`src/rtl/can_tx_mbox_sched.sv`:
```
module can_tx_mbox_sched #(
  parameter int IDX_W   = 2,
  parameter int PRIO_W  = 4,
  parameter int MB_BASE = 12,
  parameter int MBN_W   = 4
) (
  input  logic                     clk,
  input  logic                     rst_n,
  input  logic                     frm_valid_i,
  output logic                     frm_ready_o,
  output logic                     frm_busy_o,
  input  logic [28:0]              frm_id_i,
  input  logic                     frm_ext_i,
  input  logic                     frm_rtr_i,
  input  logic [3:0]               frm_dlc_i,
  input  logic [63:0]              frm_data_i,
  input  logic [(1<<IDX_W)-1:0]    mb_rdy_i,
  input  logic [(1<<IDX_W)-1:0]    mb_done_i,
  input  logic [(1<<IDX_W)-1:0]    mb_abort_i,
  output logic                     ld_valid_o,
  output logic [2:0]               ld_op_o,
  output logic [MBN_W-1:0]         ld_mb_o,
  output logic [PRIO_W-1:0]        ld_prio_o,
  output logic [31:0]              ld_word_o,
  output logic                     q_stop_o,
  output logic                     echo_valid_o,
  output logic [IDX_W-1:0]         echo_slot_o,
  output logic [(1<<IDX_W)-1:0]    irq_dis_o
);
  localparam int NMB   = 1 << IDX_W;
  localparam int CNT_W = IDX_W + PRIO_W;
  localparam logic [2:0] OP_IDLE = 3'd0, OP_DIS = 3'd1, OP_ID = 3'd2,
                         OP_EN = 3'd3, OP_DLO = 3'd4, OP_DHI = 3'd5, OP_GO = 3'd6;
  localparam logic [MBN_W-1:0] LAST_MB = MBN_W'(MB_BASE + NMB - 1);

  logic [CNT_W:0]      nxt_q, echo_q;
  logic [2:0]          st_q;
  logic                hold_q;
  logic [IDX_W-1:0]    l_idx_q;
  logic [PRIO_W-1:0]   l_prio_q;
  logic [28:0]         l_id_q;
  logic                l_ext_q, l_rtr_q;
  logic [3:0]          l_dlc_q;
  logic [63:0]         l_data_q;

  wire [IDX_W-1:0] sel    = nxt_q[IDX_W-1:0];
  wire             idle   = (st_q == OP_IDLE);
  wire [CNT_W:0]   outst  = nxt_q - echo_q;
  wire [IDX_W-1:0] eslot  = echo_q[IDX_W-1:0];
  wire             retire = (outst != '0) && mb_done_i[eslot];
  wire             go     = (st_q == OP_GO);
  wire             wrap   = &nxt_q[CNT_W-1:0];
  wire             accept = frm_valid_i && frm_ready_o;

  assign frm_ready_o  = idle && !hold_q && mb_rdy_i[sel];
  assign frm_busy_o   = frm_valid_i && idle && !hold_q && !mb_rdy_i[sel];
  assign q_stop_o     = hold_q || !mb_rdy_i[sel];
  assign ld_valid_o   = !idle;
  assign ld_op_o      = st_q;
  assign ld_mb_o      = MBN_W'(MB_BASE) + MBN_W'(l_idx_q);
  assign ld_prio_o    = l_prio_q;
  assign irq_dis_o    = retire ? (NMB'(1) << eslot) : '0;
  assign echo_valid_o = retire && mb_rdy_i[eslot] && !mb_abort_i[eslot];
  assign echo_slot_o  = eslot;

  always_comb begin
    case (st_q)
      OP_ID:   ld_word_o = l_ext_q ? {2'b00, 1'b1, l_id_q} : {3'b000, l_id_q[10:0], 18'd0};
      OP_EN:   ld_word_o = {5'd0, 3'd3, 4'd0, 4'(l_prio_q), 16'd0};
      OP_DLO:  ld_word_o = l_data_q[31:0];
      OP_DHI:  ld_word_o = l_data_q[63:32];
      OP_GO:   ld_word_o = {8'd0, 1'b1, 2'b00, l_rtr_q, l_dlc_q, 16'd0};
      default: ld_word_o = '0;
    endcase
  end

  always_ff @(posedge clk) begin
    if (!rst_n) begin
      nxt_q    <= '0;
      echo_q   <= '0;
      st_q     <= OP_IDLE;
      hold_q   <= 1'b0;
      l_idx_q  <= '0;
      l_prio_q <= '0;
      l_id_q   <= '0;
      l_ext_q  <= 1'b0;
      l_rtr_q  <= 1'b0;
      l_dlc_q  <= '0;
      l_data_q <= '0;
    end else begin
      if (accept) begin
        st_q     <= OP_DIS;
        l_idx_q  <= sel;
        l_prio_q <= nxt_q[CNT_W-1:IDX_W];
        l_id_q   <= frm_id_i;
        l_ext_q  <= frm_ext_i;
        l_rtr_q  <= frm_rtr_i;
        l_dlc_q  <= frm_dlc_i;
        l_data_q <= frm_data_i;
      end else if (go) begin
        st_q <= OP_IDLE;
      end else if (!idle) begin
        st_q <= st_q + 3'd1;
      end
      if (go) nxt_q <= nxt_q + 1'b1;
      if (go && wrap) hold_q <= 1'b1;
      else if (nxt_q == echo_q) hold_q <= 1'b0;
      if (retire) echo_q <= echo_q + 1'b1;
    end
  end

  AST_OP_SEQUENCE: assert property (@(posedge clk) disable iff (!rst_n)
    (ld_valid_o && ld_op_o != OP_GO) |=> (ld_valid_o && ld_op_o == $past(ld_op_o) + 3'd1));
  AST_LOAD_TARGET_STABLE: assert property (@(posedge clk) disable iff (!rst_n)
    (ld_valid_o && ld_op_o != OP_GO) |=> ($stable(ld_mb_o) && $stable(ld_prio_o)));
  AST_ACCEPT_NOT_STOPPED: assert property (@(posedge clk) disable iff (!rst_n)
    (frm_valid_i && frm_ready_o) |-> !q_stop_o);
  AST_BUSY_EXCLUSIVE: assert property (@(posedge clk) disable iff (!rst_n)
    frm_busy_o |-> (!frm_ready_o && !ld_valid_o));
  AST_HOLD_AFTER_WRAP: assert property (@(posedge clk) disable iff (!rst_n)
    (ld_valid_o && ld_op_o == OP_GO && ld_mb_o == LAST_MB && ld_prio_o == '1) |=> (q_stop_o && !frm_ready_o));
  AST_RETIRE_ONEHOT: assert property (@(posedge clk) disable iff (!rst_n)
    $onehot0(irq_dis_o));
  AST_OUTSTANDING_BOUND: assert property (@(posedge clk) disable iff (!rst_n)
    outst <= (CNT_W+1)'(NMB));
  AST_ECHO_RETIRES: assert property (@(posedge clk) disable iff (!rst_n)
    echo_valid_o |-> irq_dis_o[echo_slot_o]);
endmodule

```
`config.mk`:
```
export PLATFORM = sky130hd
export DESIGN_NAME = can_tx_mbox_sched
export DESIGN_NICKNAME = d
export VERILOG_FILES = /design/src/rtl/can_tx_mbox_sched.sv
export SDC_FILE = /design/constraint.sdc
export NUM_CORES = 1
export LEC_CHECK = 0
export BUFFER_PORTS_ARGS = -buffer_cell sky130_fd_sc_hd__buf_2
export CORE_UTILIZATION = 35
export CTS_CLUSTER_DIAMETER = 120
export DETAILED_ROUTE_END_ITERATION = 7
export MAX_ROUTING_LAYER = met4
export PLACE_DENSITY_LB_ADDON = 0.08
export SKIP_LAST_GASP = 1
export SYNTH_ARGS = -nofsm -noshare
export SYNTH_HDL_FRONTEND = slang
export SYNTH_SLANG_ARGS = --single-unit
export TNS_END_PERCENT = 10
```
`constraint.sdc`:
```
create_clock -name clk -period 2.6 [get_ports clk]
set_clock_uncertainty 0.1 [all_clocks]
set_input_delay 0.52 -clock clk [delete_from_list [all_inputs] [get_ports clk]]
set_output_delay 0.52 -clock clk [all_outputs]
set_load 0.01 [all_outputs]
```
After elaboration in Yosys (flattened, before gate mapping)
Cells that the tools add are included.

storage, ports and cells
  flip-flop bits (word level) = 123
  bits of input ports = 114
  output and inout port bits = 54
  word-level logic and storage cells = 64

cells by class
  add/subtract/negate cells = 5
  magnitude comparators = 2
  eq/ne operators = 7
  shift-type cells = 1
  mux-type cells = 16
  bitwise logic cells = 1
  reduce and logical (&&, ||, !) cells = 20

operators with widths
  operator                                                                number
  32-bit case mux with 5 select lines                                     1
  30-bit 2-to-1 mux                                                       1
  7-bit by 1-bit adder with 7-bit output (second input constant)          2
  1-bit logical AND                                                       10
  3-bit equality test (second input constant)                             3
  1-bit 2-to-1 mux                                                        9
  1-bit binary-select mux with 2-bit select                               4
  7-bit equality test                                                     1
  7-bit nonzero test                                                      1
  7-bit subtractor                                                        1
  3-bit by 2-bit equality test with 1-bit output (second input constant)  2
  2-bit by 3-bit < comparator with 1-bit output (second input constant)   2
  6-bit AND reduction                                                     1
  3-bit by 3-bit adder with 4-bit output (first input constant)           1
  1-bit zero test                                                         4
  4-bit 2-to-1 mux                                                        1
  1-bit by 2-bit << shifter with 4-bit output (first input constant)      1
  3-bit by 1-bit adder with 3-bit output (second input constant)          1
  3-bit zero test                                                         1
  3-bit by 1-bit != test with 1-bit output (second input constant)        1
  3-bit OR reduction                                                      1
  2-bit nonzero test                                                      1
  1-bit logical OR                                                        1
  1-bit NOT                                                               1

Logic depth before layout (Yosys ltp)
Gate-level depths: netlist of the first run.

  depth after elaboration = 5
  mapped depth = 10
  mapped depth without buffers = 9

Worst setup path after synthesis of the first run
No wires, ideal clock.

  kind = reg-to-output
  start point = register echo_q[1]
  end point = output port irq_dis_o[3]
  arrival = 2.215 ns
  data required time = 1.980 ns
  slack = -0.235 ns
  stages on the path, launching flop included = 10
  path buffers = 1
  cells stage by stage = dfxtp_1 clkbuf_1 inv_1 ha_1 nor2b_1 o221ai_2 a31o_1 a311oi_2 a21oi_2 and2_1

between the ends
  longest elaborated chain between the ends = 4
  elaborated cells on any way between the ends = 7
  those cells by class = add/sub: 1; shift: 1; mux: 3; reduce/logical: 2

ends and longest elaborated chain
  element                                                                        RTL line  text
  from (decl)                                                                    36        logic [CNT_W:0] nxt_q, echo_q;
  from (signal assigned)                                                         108       if (retire) echo_q <= echo_q + 1'b1;
  7-bit subtractor or 1-bit binary-select mux with 2-bit select (tied branches)  48, 50
  7-bit nonzero test or 1-bit 2-to-1 mux (tied branches)                         50        wire retire = (outst != '0) && mb_done_i[eslot];
  1-bit logical AND                                                              50
  4-bit 2-to-1 mux *                                                             62        assign irq_dis_o = retire ? (NMB'(1) << eslot) : '0;
  to (decl)                                                                      28        output logic [(1<<IDX_W)-1:0] irq_dis_o

Mark *: on every way between the ends. The rest lies on a longest branch, timed or not. The select of a mux whose other input is x is not followed.

Worst setup path in the final report of the first run
  start point = register echo_q[2]
  end point = output port irq_dis_o[0]

between the ends
  longest elaborated chain between the ends = 4

ends and longest elaborated chain
  element             RTL line  text
  7-bit subtractor    48        wire [CNT_W:0] outst = nxt_q - echo_q;
  7-bit nonzero test  50
  1-bit logical AND   50
  4-bit 2-to-1 mux    62

No other way between the ends.

==> reports/summary.txt, run 1 <==
WORST SETUP PATH
-------------------------------------------------------------------------------------
CP Launch Type                                                               register
Slowest CP cell                                                          sky130_fd_sc_hd__dfxtp_2
Setup crit end kind                                                      primary output
Cell family with most CP delay                                           compound AO/OA/AOI/OAI gates
Critical Path RT                                                              1.98 ns
Cell-by-cell listing of the critical path                                inv_2 > ha_4 > and2_4 > o221ai_4 > a31o_1 > a311oi_2 > a21oi_4 > and2_1 > buf_2
Endpoint arrival time on the critical path                                    2.26 ns
Number of buffers and inverters on the critical path                                2
Critical path class                                                        reg -> out
Slowest cell delay on critical path                                           0.33 ns
Peak fanout along the critical path                                                 6

SYNTHESIS
-------------------------------------------------------------------------------------
Cells after Synth                                                                 709
Synth Register Bits                                                               123
Synthesized area per cell                                                 8.227 sq um
Cell area after synthesis                                                  5833 sq um
Sequential cell area fraction in the yosys report                              0.4221
Post-synth cell types                                                              50
Dominant synthesized flop cell                                           sky130_fd_sc_hd__dfxtp_1
Count of yosys warnings during synthesis                                            0
Synth async-reset ratio                                                             0
Number of enable-type register cells in the synthesized netlist                     0

GRT
-------------------------------------------------------------------------------------
Antenna violations before repair                                                    0
Overall track demand over capacity in global routing                           0.2157
Maximum number of pins on one net before global-route repair                       69
Vias in the first global route                                                   5374
Remaining Overflow, GRT                                                             0
Wire length of the first global-routing pass                             26940 microns

DIE
-------------------------------------------------------------------------------------
Die H                                                                    131.1 microns
Die X                                                                    131.1 microns
Initial core utilization                                                       0.3633
Total number of placement rows                                                     46
Core area                                                                 16060 sq um
Die area                                                                  17190 sq um
Ports                                                                             168

DRT
-------------------------------------------------------------------------------------
Residual DRC                                                                        0
Vias                                                                             5509
Average routed wire per standard cell                                    15.98 microns
Iteration-0 DRC count of the detailed router                                      275
DRT Pass-1 Iters                                                                    8
Via count normalized by instance count                                          5.008
DRT Wirelength                                                           17580 microns
Post-detailed-route count of antenna-violating nets                                 0

TIMING
-------------------------------------------------------------------------------------
Final Hold Violating Endpoints                                                      0
Final period util                                                               1.109
Maximum operating frequency                                                0.3470 GHz
Final setup vio count                                                              34
Max Transition Viols Final                                                          0
Setup repair after global routing missed its margin                               yes
Post-layout min period                                                       2.882 ns
Post-Route Setup TNS                                                        -4.517 ns
Transition time of the tightest slew-check pin                              0.5157 ns
Relative slew margins                                                          0.6562
Smallest setup slack after layout                                          -0.2822 ns

STATUS
-------------------------------------------------------------------------------------
Status                                                                   finished, violations left
Violated checks                                                          negative setup slack

CELLS AND AREA
-------------------------------------------------------------------------------------
Area overhead of the layout relative to synthesis                              32.28%
Final net count                                                                  1002
Inserted Diodes                                                                     0
Final instance area                                                        7716 sq um
Fraction of layout cells with a size suffix above 1                            0.2964

MIN PATH
-------------------------------------------------------------------------------------
Class of the most critical hold timing path                                 in -> reg

CLOCKING
-------------------------------------------------------------------------------------
Clk root buf                                                             sky130_fd_sc_hd__clkbuf_16
Sinks on Clock Net                                                                123
TritonCTS clock tree                                                              yes
Skew-Pair Late Insertion Delay                                                0.41 ns
Maximum clock path buffer count                                                     2
Deepest level of the CTS H-tree                                                     4
Number of buffers created by CTS                                                   17
CTS Hold Bufs                                                                       0
Clock-pin slew of the registers on the worst-case setup and hold paths        0.06 ns

PLACEMENT
-------------------------------------------------------------------------------------
Placed cell areas                                                          6957 sq um
Final weighted congestion in routability-driven placement                      0.8358
Final HPWL DP                                                            12710 microns
Number of input and output port buffers inserted                                  165
Worst slack at placement                                                  0.009631 ns

PWR
-------------------------------------------------------------------------------------
Power per cell area                                                      723.5 nW/um^2
Leak                                                                         3.333 nW
Maximum VDD drop                                                            0.4732 mV

FLOW RUN
-------------------------------------------------------------------------------------
Maximum Capacitance Violations                                                      0

kinds of logic after synthesis:
family / synth area share
other: 0.0006429
flip-flops: 0.4221
buffers and inverters: 0.05942
adder cells (fa/ha/maj): 0.03432
XOR/XNOR: 0.01351
multiplexers: 0.03496
AND/OR/NAND/NOR: 0.2078
AO/OA/AOI/OAI: 0.2272
power breakdown:
group | total (mW) | internal, mW | switching (mW)
Clock | 2.34 | 1.52 | 0.815
Sequential | 2.12 | 2.03 | 0.0886
Combinational | 1.12 | 0.499 | 0.624
repair_timing:
item                                    CTS  global route
resized for setup                        14            16
buffers inserted                          2             3
pin swaps                                10             8
endpoints found under the setup margin   37            38
gates cloned                              0             0
worst paths after layout:
path | startpoint | endpoint | slack (ns) | depth (start not counted)
hold reg to reg | l_data_q[14]$_SDFFE_PN0P_ | l_data_q[14]$_SDFFE_PN0P_ | 0.35 | 2
setup / recovery | echo_q[2]$_SDFFE_PN0P_ | irq_dis_o[0] | -0.28 | 9
setup reg to reg | echo_q[1]$_SDFFE_PN0P_ | echo_q[5]$_SDFFE_PN0P_ | 0.29 | 10
hold / removal | frm_id_i[11] | l_id_q[11]$_SDFFE_PN0P_ | 0.23 | 3
routing by layer:
layer / up-vias / track usage / part of all wire
li1: 2724 / - / -
met1: 2624 / 0.2654 / 0.45
met2: 150 / 0.3551 / 0.49
met3: 11 / 0.04586 / 0.051
met4: 0 / 0.06220 / 0.0072
met5: - / - / 0
cell type report:
cell class | instances | area (sq um)
Tap cell | 216 | 270.3
Clock buffer | 24 | 501.7
Clock inverter | 7 | 87.58
Sequential cell | 123 | 2471
Timing Repair Buffer | 199 | 1127
Multi-Input combinational cell | 503 | 3153
Inverter | 28 | 105.1
Fill cell | 1639 | 8342
cells in the mapped netlist, types with 5 or more instances:
library cell               instances  area share
sky130_fd_sc_hd__nand2_1         228        0.15
sky130_fd_sc_hd__dfxtp_1         123        0.42
sky130_fd_sc_hd__a21boi_1        107        0.14
sky130_fd_sc_hd__clkbuf_1         39       0.025
sky130_fd_sc_hd__inv_1            28       0.018
sky130_fd_sc_hd__mux2i_1          17       0.029
sky130_fd_sc_hd__a222oi_1         16       0.027
sky130_fd_sc_hd__ha_1             16       0.034
sky130_fd_sc_hd__and2_1           15       0.016
sky130_fd_sc_hd__a22oi_1          13       0.017
sky130_fd_sc_hd__o21ai_0          12       0.010
sky130_fd_sc_hd__buf_2            10      0.0086
sky130_fd_sc_hd__nand4_1           9      0.0097
sky130_fd_sc_hd__xnor2_1           9       0.014
sky130_fd_sc_hd__buf_4             5      0.0064
tightest hold or removal path: cells and delay by family:
kind	cells	cell delay [ns]
and+or+nand+nor	1	0.04
buffers and inverters	1	0.09
AOI/OAI and AO/OA	1	0.04
sequential cells by signal, summed over array words and instances (netlist names):
signal	flops
l_id_q	29
l_data_q	64
nxt_q	7
hold_q	1
l_idx_q	2
ld_op_o	3
echo_q	7
l_ext_q	1
l_rtr_q	1
l_dlc_q	4
ld_prio_o	4
cell usage in the layout (no fill, tap or decap), drive strengths merged, types with 3 or more instances in the layout:
cell type	Yosys	routed
nand2	228	228
buf	17	199
dfxtp	123	123
a21boi	109	109
inv	28	28
clkbuf	39	24
mux2i	17	17
a222oi	16	16
and2	16	16
ha	16	16
a22oi	13	13
o21ai	12	12
nand4	9	9
xnor2	9	9
a21oi	5	5
nor2	4	4
nand2b	4	4
clkinv	0	4
nor2b	4	4
nor3	4	4
a22o	3	3
a221oi	3	3
nand3	3	3
through the flow:
step,total power [mW],hold slack (ns),utilization,instances
final,5.583,0.2339,0.4805,1100
after global routing,5.866,0.2291,0.4805,1100
after CTS,5.621,0.2223,0.4756,1097
after detailed placement,3.211,0.3463,0.4332,1064
after global placement,3.189,0.3399,0.4332,1064
after floorplan,2.830,0.3345,-,710
(Power assumes the default switching activity.)
==> inputs of run 2 (changes only) <==
--- a/config.mk
+++ b/config.mk
@@ -7,5 +7,5 @@
 export LEC_CHECK = 0
 export BUFFER_PORTS_ARGS = -buffer_cell sky130_fd_sc_hd__buf_2
-export CORE_UTILIZATION = 35
+export CORE_UTILIZATION = 45
 export CTS_CLUSTER_DIAMETER = 120
 export DETAILED_ROUTE_END_ITERATION = 7
@@ -16,3 +16,2 @@
 export SYNTH_HDL_FRONTEND = slang
 export SYNTH_SLANG_ARGS = --single-unit
-export TNS_END_PERCENT = 10
==> constraint.sdc (replaced) <==
create_clock -name clk -period 2.6 [get_ports clk]
set_clock_uncertainty 0.1 [all_clocks]
set_input_delay 0.13 -clock clk [delete_from_list [all_inputs] [get_ports clk]]
set_output_delay 0.13 -clock clk [all_outputs]
set_load 0.01 [all_outputs]
==> run 2 against run 1 <==
  * The run still ends with negative setup slack left
  * Register-to-register slack got worse by 0.07 ns
  * Largest cell class unchanged
  * Fmax rose by 8.9%
  * Die area fell by 22%
  * Sequential share of layout area fell by 3.0 points
  * Clock power barely moved
  * Global-route usage rose by 5.0 points
  * Cell count rose by 4.0%
==> reports/summary.txt, run 2 (synthesized netlist as in run 1, its figures left out) <==
CLOCKING
-------------------------------------------------------------------------------------
Clock-pin slew of the registers on the worst-case setup and hold paths        0.05 ns   about the same
Sinks on Clock Net                                                                123   unchanged
Maximum clock path buffer count                                                     2   unchanged
TritonCTS clock tree                                                              yes
Deepest level of the CTS H-tree                                                     4   unchanged
Clk root buf                                                             sky130_fd_sc_hd__clkbuf_16
Skew-Pair Late Insertion Delay                                                0.41 ns   about the same
Number of buffers created by CTS                                                   17   unchanged

MIN PATH
-------------------------------------------------------------------------------------
Class of the most critical hold timing path                                 in -> reg
Launch point of the worst hold path                                      mb_done_i[3]
Hold Path Sink                                                           echo_q[3]$_SDFFE_PN0P_
Depth of the worst hold-timing path                                                 4   +1

PLACEMENT
-------------------------------------------------------------------------------------
Number of instances in the placed design                                         1006   -5.5%
Placed cell areas                                                          6780 sq um   -2.5%
Final weighted congestion in routability-driven placement                      0.8109   -3.0%
Number of input and output port buffers inserted                                  165   unchanged
Worst slack at placement                                                    0.1558 ns   +0.1462 ns
Final HPWL DP                                                            10890 microns   -14%

TIMING
-------------------------------------------------------------------------------------
Max Transition Viols Final                                                          0   unchanged
Smallest setup slack after layout                                         -0.04591 ns   +0.2363 ns
Relative slew margins                                                          0.5535   -0.1027
Final Hold Slack                                                           0.09763 ns   -0.1363 ns
Final Hold Violating Endpoints                                                      0   unchanged
Post-layout min period                                                       2.646 ns   -0.2363 ns
Maximum operating frequency                                                0.3779 GHz   +8.9%
Final setup vio count                                                               5   -85%
Final period util                                                               1.018   -0.09089
Transition time of the tightest slew-check pin                              0.6697 ns   +0.1541 ns
Setup repair after global routing missed its margin                               yes

GRT
-------------------------------------------------------------------------------------
Maximum number of pins on one net before global-route repair                      107   +55%
Overall track demand over capacity in global routing                           0.2653   +0.04955
Wire length of the first global-routing pass                             26510 microns   -1.6%
Remaining Overflow, GRT                                                             0   unchanged
Antenna violations before repair                                                    0   unchanged
Vias in the first global route                                                   5507   +2.5%

CELLS AND AREA
-------------------------------------------------------------------------------------
Top reg by flops                                                             l_data_q
Final net count                                                                  1090   +8.8%
Non-filler cells in the finished layout                                          1144   +4.0%
Area overhead of the layout relative to synthesis                              46.44%
Most frequent cells in the layout                                        228 x sky130_fd_sc_hd__nand2_1, 164 x sky130_fd_sc_hd__buf_2, 113 x sky130_fd_sc_hd__dfxtp_1
Largest register FFs                                                               64   unchanged
Most common cell after layout, fill and taps aside                       sky130_fd_sc_hd__nand2_1
Fraction of layout cells with a size suffix above 1                            0.2562   -0.04021
Inserted Diodes                                                                     0   unchanged
Registers with the most flip-flops                                       l_data_q x64, l_id_q x29
Final instance area                                                        8542 sq um   +11%

PWR
-------------------------------------------------------------------------------------
Power per cell area                                                      669.0 nW/um^2   -7.5%
Clk pwr share                                                                   0.408   -0.011
Internal Dissipation                                                         4.164 mW   +2.7%
Switching power of the nets                                                  1.550 mW   +1.5%
Flop pwr share                                                                  0.371   -0.009
Combinational cell fraction of total power                                      0.221   +0.020
Leak                                                                         3.685 nW   +11%
Maximum VDD drop                                                            0.3947 mV   -17%
Switching part of the total power                                              0.2713   -0.002425

DIE
-------------------------------------------------------------------------------------
Core area                                                                 12620 sq um   -21%
Die X                                                                    115.9 microns   -12%
Die area                                                                  13420 sq um   -22%
Total number of placement rows                                                     41   -11%
Ports                                                                             168   unchanged
Die H                                                                    115.9 microns   -12%
Initial core utilization                                                       0.4622   +0.09897

WORST SETUP PATH
-------------------------------------------------------------------------------------
Setup crit end kind                                                      primary output
Critical path class                                                        reg -> out
Worst-case register-to-register setup slack                                   0.22 ns   -0.07 ns
Cell count of the worst reg-to-reg path                                             9   -1
Peak fanout along the critical path                                                 8   +2
Endpoint arrival time on the critical path                                    2.42 ns   +0.16 ns
Reg-to-Reg End                                                           echo_q[5]$_SDFFE_PN0P_
CP Launch Type                                                               register
Critical Path RT                                                              2.37 ns   +0.39 ns
Critical R2R Launch                                                      nxt_q[0]$_SDFFE_PN0P_

FLOW RUN
-------------------------------------------------------------------------------------
Maximum Capacitance Violations                                                      0   unchanged

DRT
-------------------------------------------------------------------------------------
Residual DRC                                                                        0   unchanged
Average routed wire per standard cell                                    15.08 microns   -5.7%
Via count normalized by instance count                                          5.156   +2.9%
DRT Pass-1 Iters                                                                    8   unchanged
DRT Wirelength                                                           17250 microns   -1.9%
Post-detailed-route count of antenna-violating nets                                 0   unchanged
Iteration-0 DRC count of the detailed router                                      423   +54%
Vias                                                                             5898   +7.1%

STATUS
-------------------------------------------------------------------------------------
Status                                                                   finished, violations left
Violated checks                                                          negative setup slack

==> run 2: how the worst max path moves through the flow <==
stage | start | to | slack [ns] | cells past startpoint
6_report | nxt_q[2]$_SDFFE_PN0P_ | irq_dis_o[0] | -0.05 | 8
2_1_floorplan | echo_q[1]$_SDFFE_PN0P_ | echo_q[5]$_SDFFE_PN0P_ | 0.12 | 10
4_1_cts | echo_q[1]$_SDFFE_PN0P_ | irq_dis_o[3] | -0.02 | 9
3_5_place_dp | echo_q[2]$_SDFFE_PN0P_ | irq_dis_o[3] | 0.16 | 9
5_1_grt | nxt_q[0]$_SDFFE_PN0P_ | echo_valid_o | -0.14 | 9
3_3_place_gp | echo_q[2]$_SDFFE_PN0P_ | irq_dis_o[3] | 0.23 | 9
==> run 2: final cells by class <==
| cell class | count | area (sq um) |
|---|---|---|
| inverters | 28 | 105.1 |
| multi-input cells | 503 | 3138 |
| clock buffers | 24 | 501.7 |
| repair buffers | 287 | 2017 |
| clock inverters | 7 | 87.58 |
| well taps | 172 | 215.2 |
| flip-flops and latches | 123 | 2477 |
| fillers | 1075 | 4078 |
==> run 2: routing by layer <==
layer / global-route usage / wire length, microns / part of all wire
met3: 0.04550 / 852 / 0.049
met1: 0.3183 / 7600 / 0.44
met5: - / 0 / 0
met4: 0.09145 / 284 / 0.016
met2: 0.4480 / 8508 / 0.49
==> run 2: worst max-delay path: stages (launching register included) <==
cell,delay [ns]
sky130_fd_sc_hd__dfxtp_2,0.36
sky130_fd_sc_hd__ha_4,0.30
sky130_fd_sc_hd__and2_4,0.15
sky130_fd_sc_hd__o221ai_4,0.10
sky130_fd_sc_hd__a31o_1,0.25
sky130_fd_sc_hd__a311oi_4,0.38
sky130_fd_sc_hd__a21oi_4,0.15
sky130_fd_sc_hd__and2_4,0.17
sky130_fd_sc_hd__buf_2,0.13
==> run 2: power by group through the flow <==
stage,clock network (mW),logic [mW],registers [mW]
final,2.33,1.26,2.12
after global routing,2.47,1.38,2.14
after CTS,2.38,1.18,2.12
after detailed placement,0,0.989,2.16
after global placement,0,0.966,2.15
after floorplan,0,0.680,2.14
==> run 2: per-stage QoR <==
| step | setup TNS, ns | utilization | power (mW) |
|---|---|---|---|
| final | -0.1851 | 0.6769 | 5.715 |
| after global routing | -0.6234 | 0.6769 | 5.991 |
| after CTS | -0.01869 | 0.6723 | 5.677 |
| after detailed placement | 0 | 0.5373 | 3.148 |
| after global placement | 0 | 0.5373 | 3.118 |
| after floorplan | 0 | - | 2.824 |
==> run 2: timing repair <==
item,in CTS,in global routing
endpoints found under the hold margin,99,0
resized for setup,20,11
setup buffers,5,3
pin swaps,8,8
setup endpoints to repair,6,19
hold buffers,99,0
==> inputs of run 3 (changes only) <==
- CELL_PAD_IN_SITES_DETAIL_PLACEMENT: unset -> 1
- CELL_PAD_IN_SITES_GLOBAL_PLACEMENT: unset -> 1
- CORE_UTILIZATION: 45 -> 34
- CTS_BUF_LIST: unset -> sky130_fd_sc_hd__clkbuf_16
- HOLD_SLACK_MARGIN: unset -> 0.12
==> run 3 against run 2 <==
  * The flow still finishes with violations (negative setup slack)
  * Power rose by 4.1%
  * Die area grew 32%
  * Critical path depth increased by 1
  * Fmax is 0.86% lower
  * Critical path type unchanged
  * Critical endpoint unchanged
  * Largest power group unchanged
==> reports/summary.txt, run 3 (synthesized netlist as in run 1, its figures left out) <==
PLACEMENT
-------------------------------------------------------------------------------------
Final weighted congestion in routability-driven placement                      0.8083   -0.32%
Final HPWL DP                                                            13170 microns   +21%
Worst slack at placement                                                   0.08811 ns   -0.06772 ns
Number of input and output port buffers inserted                                  165   unchanged

GRT
-------------------------------------------------------------------------------------
Wire length of the first global-routing pass                             32490 microns   +23%
Antenna violations before repair                                                    0   unchanged
Overall track demand over capacity in global routing                           0.2422   -0.02301
Maximum number of pins on one net before global-route repair                       87   -19%
Vias in the first global route                                                   6393   +16%
Remaining Overflow, GRT                                                             0   unchanged

DRT
-------------------------------------------------------------------------------------
Post-detailed-route count of antenna-violating nets                                 0   unchanged
DRT Pass-1 Iters                                                                    5   -3
Vias                                                                             5982   +1.4%
Via count normalized by instance count                                          4.981   -3.4%
DRT Wirelength                                                           20560 microns   +19%
Average routed wire per standard cell                                    17.12 microns   +14%
Residual DRC                                                                        0   unchanged
Iteration-0 DRC count of the detailed router                                      309   -27%

CLOCKING
-------------------------------------------------------------------------------------
Skew-Pair Late Insertion Delay                                                0.42 ns   about the same
Maximum clock path buffer count                                                     2   unchanged
Sinks on Clock Net                                                                123   unchanged
TritonCTS clock tree                                                              yes
Clk root buf                                                             sky130_fd_sc_hd__clkbuf_16
Number of buffers created by CTS                                                   17   unchanged
Clock-pin slew of the registers on the worst-case setup and hold paths        0.06 ns   about the same
Deepest level of the CTS H-tree                                                     4   unchanged

WORST SETUP PATH
-------------------------------------------------------------------------------------
Critical Path RT                                                              2.37 ns   about the same
Slowest CP cell                                                          sky130_fd_sc_hd__a311oi_4
CP Launch Type                                                               register
Depth of the critical timing path with buffers and inverters included               9   +1
Cell-by-cell listing of the critical path                                inv_4 > ha_4 > nor2b_4 > o221ai_4 > a31o_1 > a311oi_4 > a21oi_4 > and2_4 > buf_2
Cell family with most CP delay                                           compound AO/OA/AOI/OAI gates
Critical path class                                                        reg -> out
Peak fanout along the critical path                                                 7   -1
Critical R2R Launch                                                      echo_q[1]$_SDFFE_PN0P_
Setup crit end kind                                                      primary output
Slowest cell delay on critical path                                           0.39 ns   about the same
Number of buffers and inverters on the critical path                                2   +1
Reg-to-Reg End                                                           echo_q[0]$_SDFFE_PN0P_
Worst-case register-to-register setup slack                                   0.10 ns   -0.12 ns
Endpoint arrival time on the critical path                                    2.44 ns   +0.02 ns
Cell count of the worst reg-to-reg path                                            11   +2

CELLS AND AREA
-------------------------------------------------------------------------------------
Registers with the most flip-flops                                       l_data_q x64, l_id_q x29
Inserted Diodes                                                                     0   unchanged
Utilization after layout                                                       0.5242   -0.1527
Area overhead of the layout relative to synthesis                              49.55%
Most common cell after layout, fill and taps aside                       sky130_fd_sc_hd__nand2_1
Largest register FFs                                                               64   unchanged
Count of fill cells added during filler insertion                                1992   +85%
Final net count                                                                  1098   +0.73%
Top reg by flops                                                             l_data_q
Most frequent cells in the layout                                        228 x sky130_fd_sc_hd__nand2_1, 163 x sky130_fd_sc_hd__buf_2, 116 x sky130_fd_sc_hd__dfxtp_1
Fraction of layout cells with a size suffix above 1                            0.2569   +0.0007079

TIMING
-------------------------------------------------------------------------------------
Setup repair after global routing missed its margin                               yes
Final period util                                                               1.026   +0.008806
Final setup vio count                                                               5   unchanged
Transition time of the tightest slew-check pin                              0.7543 ns   +0.08453 ns
Max Transition Viols Final                                                          0   unchanged
Final Hold Slack                                                            0.1934 ns   +0.09581 ns
Final Hold Violating Endpoints                                                      0   unchanged
Post-layout min period                                                       2.669 ns   +0.02289 ns
Smallest setup slack after layout                                         -0.06881 ns   -0.02289 ns
Maximum operating frequency                                                0.3747 GHz   -0.86%
Relative slew margins                                                          0.4971   -0.05636

DIE
-------------------------------------------------------------------------------------
Total number of placement rows                                                     47   +15%
Die H                                                                    133.0 microns   +15%
Die X                                                                    133.0 microns   +15%
Core area                                                                 16640 sq um   +32%
Die area                                                                  17680 sq um   +32%
Ports                                                                             168   unchanged
Initial core utilization                                                       0.3505   -0.1117

STATUS
-------------------------------------------------------------------------------------
Status                                                                   finished, violations left
Violated checks                                                          negative setup slack

PWR
-------------------------------------------------------------------------------------
Power per cell area                                                      682.3 nW/um^2   +2.0%
Leak                                                                         3.727 nW   +1.1%
Maximum VDD drop                                                            0.4441 mV   +13%

MIN PATH
-------------------------------------------------------------------------------------
Hold Path Sink                                                           echo_q[4]$_SDFFE_PN0P_
Depth of the worst hold-timing path                                                 3   -1
Launch point of the worst hold path                                             rst_n
Class of the most critical hold timing path                                 in -> reg

FLOW RUN
-------------------------------------------------------------------------------------
Maximum Capacitance Violations                                                      0   unchanged

-- run 3: cell type report --
type,count,area [sq um],share of cell area
clock inverter,15,180.2,0.02065
inverter,28,107.6,0.01234
timing repair buffer,295,2127,0.2438
clock buffer,17,425.4,0.04877
tap,220,275.3,0.03155
multi-input combinational,503,3134,0.3593
sequential,123,2474,0.2836
-- run 3: worst register-to-register path: cells and delay by family, from the launching register on --
kind	cells	cell delay, ns
compound gates	4	0.93
xor+xnor	1	0.12
fa+ha+maj	1	0.25
buf+inv	3	0.34
flops	1	0.35
simple gates	2	0.30
-- run 3: per-stage QoR --
stage	total power [mW]	TNS, ns	cell area, sq um	instances
after floorplan	2.824	0	5838	710
after global placement	3.170	0	6893	1056
after detailed placement	3.223	0	6893	1056
after CTS	5.924	-0.01033	8652	1195
after global routing	6.226	-0.9025	8723	1201
final	5.952	-0.3027	8723	1201
-- run 3: timing repair --
item | CTS | global route
pin swaps | 8 | 12
gates resized for setup | 24 | 8
setup endpoints to repair | 32 | 20
hold buffers | 100 | 0
setup buffers | 7 | 6
gates cloned | 0 | 0
hold endpoints to repair | 101 | 0
-- run 3: worst max path at each step --
stage / endpoint / slack, ns / startpoint
finish: irq_dis_o[0] / -0.07 / echo_q[1]$_SDFFE_PN0P_
floorplan: echo_q[5]$_SDFFE_PN0P_ / 0.12 / echo_q[1]$_SDFFE_PN0P_
global route: irq_dis_o[1] / -0.18 / echo_q[5]$_SDFFE_PN0P_
global placement: irq_dis_o[3] / 0.22 / echo_q[2]$_SDFFE_PN0P_
detailed placement: irq_dis_o[3] / 0.09 / echo_q[3]$_SDFFE_PN0P_
CTS: irq_dis_o[3] / -0.01 / echo_q[5]$_SDFFE_PN0P_
-- run 3: per-layer routing --
metal,vias to the layer above,share of wire,GRT usage
li1,2922,-,-
met1,2897,0.44,0.2758
met2,132,0.51,0.4252
met3,31,0.033,0.04674
met4,0,0.018,0.07599
met5,-,0,-
-- run 3: power by group --
group / leakage (nW) / switching, mW / total [mW] / internal (mW)
Sequential: 1.00 / 0.0939 / 2.12 / 2.03
Clock: 0.285 / 0.883 / 2.46 / 1.58
Combinational: 2.44 / 0.701 / 1.36 / 0.662
